**src/rtl/ivu_pkg.sv**
```systemverilog
package ivu_pkg;
    localparam int unsigned SRC_W    = 8;
    localparam int unsigned VEC_W    = 8;
    localparam logic [VEC_W-1:0] VEC_RST  = 8'h0F;
    localparam logic [SRC_W-1:0] MASK_RST = '0;

    typedef logic [SRC_W-1:0] src_t;
    typedef logic [VEC_W-1:0] vec_t;

    typedef struct packed {
        logic oe;
        vec_t data;
    } bus_drv_t;

    function automatic logic any_enabled(input src_t s, input src_t m);
        return |(s & m);
    endfunction
endpackage

```
**src/rtl/ivu_reg.sv**
```systemverilog
module ivu_reg #(
    parameter int unsigned W = 8,
    parameter logic [W-1:0] RST_VAL = '0
) (
    input  logic         clk,
    input  logic         rst,
    input  logic         we,
    input  logic [W-1:0] d,
    output logic [W-1:0] q
);
    always_ff @(posedge clk) begin
        if (rst)     q <= RST_VAL;
        else if (we) q <= d;
    end
endmodule

```
**src/rtl/ivu_req_gen.sv**
```systemverilog
module ivu_req_gen
    import ivu_pkg::*;
(
    input  logic clk,
    input  logic rst,
    input  src_t stat,
    input  src_t mask,
    output logic irq_n
);
    src_t hit;

    for (genvar i = 0; i < SRC_W; i++) begin : g_hit
        assign hit[i] = stat[i] & mask[i];
    end

    always_ff @(posedge clk) begin
        if (rst) irq_n <= 1'b1;
        else     irq_n <= ~(|hit);
    end

    assert_req_low_R1: assert property (@(posedge clk) disable iff (rst)
        any_enabled(stat, mask) |=> !irq_n);
    assert_req_high_R2: assert property (@(posedge clk) disable iff (rst)
        !any_enabled(stat, mask) |=> irq_n);
endmodule

```
**src/rtl/ivu_ack_drv.sv**
```systemverilog
module ivu_ack_drv
    import ivu_pkg::*;
(
    input  logic     ack,
    input  logic     pending,
    input  vec_t     vec,
    output bus_drv_t drv
);
    always_comb begin
        drv = '0;
        if (ack && pending) begin
            drv.oe   = 1'b1;
            drv.data = vec;
        end
    end

    always_comb begin
        assert_drive_gated_R9: assert (drv.oe || drv.data == '0);
    end
endmodule

```
**src/rtl/masked_irq_unit.sv**
```systemverilog
module masked_irq_unit
    import ivu_pkg::*;
(
    input  logic       clk,
    input  logic       rst,
    input  logic [7:0] stat_i,
    input  logic       mask_we,
    input  logic       vec_we,
    input  logic [7:0] wdata,
    input  logic       ack_i,
    output logic [7:0] stat_rd_o,
    output logic       irq_n_o,
    output logic [7:0] vec_o,
    output logic       vec_oe_o
);
    src_t     mask_q;
    vec_t     vec_q;
    bus_drv_t drv;

    ivu_reg #(.W(SRC_W), .RST_VAL(MASK_RST)) u_mask (
        .clk(clk), .rst(rst), .we(mask_we), .d(wdata), .q(mask_q)
    );

    ivu_reg #(.W(VEC_W), .RST_VAL(VEC_RST)) u_vec (
        .clk(clk), .rst(rst), .we(vec_we), .d(wdata), .q(vec_q)
    );

    ivu_req_gen u_req (
        .clk(clk), .rst(rst), .stat(stat_i), .mask(mask_q), .irq_n(irq_n_o)
    );

    ivu_ack_drv u_ack (
        .ack(ack_i), .pending(!irq_n_o), .vec(vec_q), .drv(drv)
    );

    assign stat_rd_o = stat_i;
    assign vec_o     = drv.data;
    assign vec_oe_o  = drv.oe;

    assert_reset_idle_R4: assert property (@(posedge clk)
        rst |=> (irq_n_o && mask_q == '0));
    assert_reset_vec_R5: assert property (@(posedge clk)
        rst |=> vec_q == VEC_RST);
    assert_vec_load_R6: assert property (@(posedge clk) disable iff (rst)
        vec_we |=> vec_q == $past(wdata));
    assert_ack_drive_R8: assert property (@(posedge clk) disable iff (rst)
        (ack_i && !irq_n_o) |-> (vec_oe_o && vec_o == vec_q));
    assert_ack_ignored_R9: assert property (@(posedge clk) disable iff (rst)
        irq_n_o |-> !vec_oe_o);
endmodule

```
**config.mk**
```make
export PLATFORM = sky130hd
export DESIGN_NAME = masked_irq_unit
export DESIGN_NICKNAME = d
export VERILOG_FILES = /design/src/rtl/ivu_pkg.sv /design/src/rtl/ivu_reg.sv /design/src/rtl/ivu_req_gen.sv /design/src/rtl/ivu_ack_drv.sv /design/src/rtl/masked_irq_unit.sv
export SDC_FILE = /design/constraint.sdc
export NUM_CORES = 1
export LEC_CHECK = 0
export BUFFER_PORTS_ARGS = -buffer_cell sky130_fd_sc_hd__buf_2
export CAP_MARGIN = 30
export CORE_UTILIZATION = 43
export CTS_CLUSTER_DIAMETER = 50
export CTS_CLUSTER_SIZE = 16
export DETAILED_ROUTE_END_ITERATION = 10
export PLACE_DENSITY = 0.74
export RECOVER_POWER = 50
export SLEW_MARGIN = 20
export SYNTH_ARGS = -nofsm -noshare
export SYNTH_HDL_FRONTEND = slang
export SYNTH_SLANG_ARGS = --single-unit
export TNS_END_PERCENT = 30
```
**constraint.sdc**
```tcl
create_clock -name clk -period 1.28 [get_ports clk]
set_clock_uncertainty 0.2 [all_clocks]
set_input_delay 0.192 -clock clk [delete_from_list [all_inputs] [get_ports clk]]
set_output_delay 0.192 -clock clk [all_outputs]
set_load 0.02 [all_outputs]
```
==> results.toml, run 1 <==
[critical_path]
crit_family = "flip-flops"
critPathMaxFanout = 5
rr_startpoint = "u_vec.q[2]"
rr_worst_depth = 2
path_cells = "nor2b_1, buf_4, and2_4, buf_6"
crit_slowest_cell = "dfxtp_2"
r2r_setup_slack_ps = 280
cp_num_buf_inv = 2
worstSetupPathType = "flip-flop to output pin"
cp-start-kind = "flip-flop"
crit_path_end_kind = "output pin"
required_ps = 890
cp.arrival_ps = 1150
rr_endpoint = "u_vec.q[2]"
max_stage_delay_ps = 330

[detailed_routing]
dr.pass1.iters = 5
antenna_left = 0
drt-vias-per-instance = 4.77
wl_per_cell_um = 11.7
drc_errors = 0
dr_total_vias = 625
routed_wirelength_um = 1530
drt_iter0_drc = 9

[place]
place_congestion = 0.648
dp.final_hpwl_um = 1080
post-place-ws_ps = -2.27
port_buffers = 38
place_inst = 118

[timing]
tightest_slew_ps = 312
fin_ws_ps = -257
final_max_slew_viol_count = 0
slew_headroom_pct = 79.2
setup_violations = 9
tns_ps = -2160
fmax_mhz = 651
finalCritPeriodShare_pct = 120
min_period_ps = 1540
hold_viol_final = 0
rsz0062_at_grt = "true"

[logic_synthesis]
yosysTopAreaCell = "dfxtp_1"
syn_nets = 97
synth_seq_area_share_pct = 44.7
synth_area_leaders = "dfxtp_1 (45%), mux2i_1 (16%), buf_4 (8.9%), and2_1 (6.6%), nor2_1 (5.9%)"
syn_area_sq_um = 762
synth_top_area_share_pct = 44.7
synth_cells = 76
synth_area_per_cell_sq_um = 10.0
synth-seq-cells = 17
yosys_warnings = 0
ys_types = 13

[cts]
cts_buffer_depth = 2
clkTransAtPathRegs_ps = 100
cts_buffers = 3
cts_tree = "done"
cts_root_buf = "clkbuf_4"
h-tree-depth = 1
clk_latency_ps = 280
cts.sinks = 17
cts_setup_buffers = 0

[pwr]
ir_worst_vdd_v = 0.000670
total_power_mw = 1.09
seq_power_share_pct = 53.3
switching_share_pct = 26.3
p_clk_share_pct = 25.4
p_sw_mw = 0.287
internal_power_mw = 0.803
p_leak_nw = 0.498
combPwrFrac_pct = 21.3
p_per_area_mw_per_mm2 = 1030

[die]
start_util_pct = 48.3
die_x_um = 44.1
die_y_um = 44.1
core_sq_mm = 0.00158
fp.dieArea_sq_mm = 0.00194
fp-row-count = 14
io_pins = 39

[layout]
fillers = 141
nets = 137
drive_above_1_share_pct = 37.4
num_antenna_cells = 0
final_common_cell = "buf_2"
post-route-util_pct = 66.8
area_delta_synth_final_pct = 38.3
final_cells = 131
layout_common_cells = "buf_2 (18), dfxtp_1 (16), clkbuf_1 (13)"

[hold_path]
hold_end = "u_vec.q[4]"
hold_class = "input port to flip-flop"
hold-path-cell-count = 2
min-delay-start = "rst"

[outcome]
outcome = "complete, but fails checks"
violations = "setup timing"

[flow_run]
maxCapViolCount = 0

[grt]
grt_overflow = 0
grt.total_usage_pct = 17.0
grt_max_degree = 18
grt_pass1_vias = 585
antenna_found_initial = 0
grt_first_pass_wirelength_um = 2420
## worst register-to-register path, delay by kind of cell (launching register included)
| family | cells | cell delay [ps] |
|---|---|---|
| AOI/OAI and AO/OA | 1 | 260 |
| DFF | 1 | 320 |
| and+or+nand+nor | 1 | 120 |
## state kept, by name, indices dropped and copies added (netlist names)
| register | cells |
|---|---|
| u_vec.q | 8 |
| u_mask.q | 8 |
| u_req.irq_n | 1 |
## worst max-delay path by stage
stage | endpoint | cells after the start | startpoint | slack, ps
floorplan | vec_o[0] | 3 | u_req.irq_n | 30
global placement | vec_o[7] | 5 | ack_i | 6
detailed placement | vec_o[2] | 5 | ack_i | -2
CTS | vec_o[6] | 4 | u_req.irq_n | -260
global route | vec_o[1] | 4 | u_req.irq_n | -310
finish | vec_o[5] | 4 | u_req.irq_n | -260
## cells by family (layout without fill, tap and decap cells)
logic type / count (synthesis) / count (layout) / share of synthesized area [%]
AND/OR/NAND/NOR: 25 / 25 / 17.2
flip-flops: 17 / 17 / 44.7
buffers and inverters: 13 / 52 / 12.3
multiplexers: 12 / 12 / 15.8
AO/OA/AOI/OAI: 9 / 9 / 10.0
## cell usage after synthesis, drive strengths merged
library cell	count
a41o	1
a211o	4
and2	8
mux2i	12
dfxtp	17
buf	13
nor2b	5
nor2	12
a22oi	4
## layer usage
layer  track usage, %  vias to the layer above  wire length [um]
li1                 -                      327                 -
met1             20.4                      273               733
met2             30.0                       23               717
met3             3.67                        2                71
met4             5.45                        0                 5
met5                0                        -                 0
## power groups by stage
stage                     Clock (mW)  Combinational (mW)  Sequential, mW
after floorplan                    0               0.143           0.592
after global placement             0               0.194           0.590
after detailed placement           0               0.199           0.592
after CTS                      0.286               0.238           0.581
after global routing           0.319               0.252           0.585
final                          0.277               0.233           0.581
## what timing repair did
action | in CTS | in global routing
hold buffers | 8 | 0
cloned | 1 | 0
endpoints found under the setup margin | 9 | 9
pin swaps | 5 | 0
hold endpoints to repair | 16 | 0
gates resized for setup | 23 | 1
## area by class of cell
type / instances / area [sq um] / area share (%)
multi-input combinational: 46 / 345 / 32.8
sequential: 17 / 342 / 32.4
timing repair buffer: 48 / 320 / 30.4
clock buffer: 4 / 26.3 / 2.49
tap: 16 / 20.0 / 1.90
## metrics by stage
| step | hold WS, ps | cell area (sq um) |
|---|---|---|
| floorplan | 110 | 773 |
| global placement | 219 | 897 |
| detailed placement | 220 | 897 |
| CTS | 54.4 | 1070 |
| global route | 50.7 | 1050 |
| finish | 67.4 | 1050 |
No activity file was read; power rests on OpenSTA's default activity.
==> inputs of run 2 (changes only) <==
CORE_MARGIN = 2   (was unset)
==> run 2 against run 1 <==
The run still ends with setup timing left; clock-buffer cell count fell by 1; register-to-register slack about the same; wire length increased by 5.4%; critical path type unchanged.
==> results.toml, run 2 (synthesis gave the netlist of run 1 again) <==
[outcome]
outcome = "complete, but fails checks"
violations = "setup timing"

[die]
die_y_um = 46.1
fp-row-count = 15
io_pins = 39
fp.dieArea_sq_mm = 0.00212
die_x_um = 46.1
start_util_pct = 45.1
core_sq_mm = 0.00169

[critical_path]
critPathMaxFanout = 5
rr_endpoint = "u_vec.q[2]"
worstSetupPathType = "flip-flop to output pin"
required_ps = 890
rr_startpoint = "u_vec.q[2]"
max_stage_delay_ps = 350
crit_path_end_kind = "output pin"
rr_worst_depth = 2
cp.arrival_ps = 1140
endpoint = "vec_o[7]"
path_cells = "nor2b_4, buf_6, and2_4, buf_6"
cp-start-kind = "flip-flop"
startpoint = "u_req.irq_n"
r2r_setup_slack_ps = 280
crit_slowest_cell = "dfxtp_2"
cp_common_cell = "buf_6"

[grt]
grt_first_pass_wirelength_um = 2620
antenna_found_initial = 0
grt_pass1_vias = 626
grt_max_degree = 18
grt.total_usage_pct = 17.5
grt_overflow = 0

[layout]
drive_above_1_share_pct = 40.9
area_delta_synth_final_pct = 42.0
final_cells = 132
num_antenna_cells = 0
nets = 137
largestRegisters = "u_mask.q x8, u_vec.q x8, u_req.irq_n x1"
final_common_cell = "buf_2"
layout_common_cells = "buf_2 (19), dfxtp_1 (16), mux2i_1 (12), nor2_1 (12), buf_6 (11)"

[timing]
finalCritPeriodShare_pct = 120
final_max_slew_viol_count = 0
min_period_ps = 1530
setup_violations = 9
tns_ps = -2050
whs_ps = 59.3
fmax_mhz = 653
tightest_slew_ps = 314
rsz0062_at_grt = "true"
hold_viol_final = 0
slew_headroom_pct = 79.1
fin_ws_ps = -252

[place]
post-place-ws_ps = -3.44
dp.final_hpwl_um = 1120
port_buffers = 38
place_congestion = 0.619
place_inst = 119

[cts]
cts_setup_buffers = 0
cts_tree = "done"
cts.sinks = 17
clk_latency_ps = 280
cts_root_buf = "clkbuf_4"
cts_buffers = 3
h-tree-depth = 1
cts_buffer_depth = 2
clkTransAtPathRegs_ps = 100

[detailed_routing]
dr.pass1.iters = 3
antenna_left = 0
routed_wirelength_um = 1610
wl_per_cell_um = 12.2
drc_errors = 0
dr_total_vias = 648
drt_iter0_drc = 3
drt-vias-per-instance = 4.91

[hold_path]
hold_class = "input port to flip-flop"

[pwr]
total_power_mw = 1.10
p_leak_nw = 0.515
p_per_area_mw_per_mm2 = 1020
ir_worst_vdd_v = 0.000745

[flow_run]
maxCapViolCount = 0
## run 2: cell type report
| type | instances | area (sq um) |
|---|---|---|
| Tap cell | 17 | 21.3 |
| Clock buffer | 3 | 22.5 |
| Clock inverter | 1 | 5.00 |
| Fill cell | 153 | 607 |
| Timing Repair Buffer | 48 | 337 |
| Multi-Input combinational cell | 46 | 355 |
| Sequential cell | 17 | 342 |
## run 2: worst min path at each step
stage / from / endpoint / cells after the start
2_1_floorplan: wdata[1] / u_vec.q[1] / 1
3_3_place_gp: wdata[1] / u_vec.q[1] / 2
3_5_place_dp: wdata[1] / u_vec.q[1] / 2
4_1_cts: stat_i[6] / u_req.irq_n / 3
5_1_grt: stat_i[6] / u_req.irq_n / 3
6_report: stat_i[6] / u_req.irq_n / 3
## run 2: critical path, delay by kind of cell (launching register included)
kind                   cells  cell delay [ps]
buffers and inverters      2              250
flip-flops                 1              350
AND/OR/NAND/NOR            2              280
## run 2: what timing repair did
action / 4_1_cts / 5_1_grt
hold buffers: 8 / 0
pin swaps: 8 / 0
resized for setup: 31 / 0
gates cloned: 1 / 0
setup endpoints to repair: 9 / 9
hold endpoints to repair: 16 / 0
## run 2: layer usage
layer / part of all wire (%) / track usage (%)
met5: 0 / 0
met4: 0.68 / 6.86
met3: 3.6 / 2.35
met2: 55 / 33.3
met1: 40 / 19.0
## run 2: where the power goes
group | internal, mW | switching (mW) | total [mW]
Clock | 0.116 | 0.158 | 0.274
Combinational | 0.128 | 0.118 | 0.246
Sequential | 0.564 | 0.0182 | 0.583
## run 2: stage by stage
step / util (%) / instance area (sq um)
3_5_place_dp: 53.2 / 898
4_1_cts: 64.8 / 1090
2_1_floorplan: - / 773
3_3_place_gp: 53.2 / 898
6_report: 64.1 / 1080
5_1_grt: 64.1 / 1080
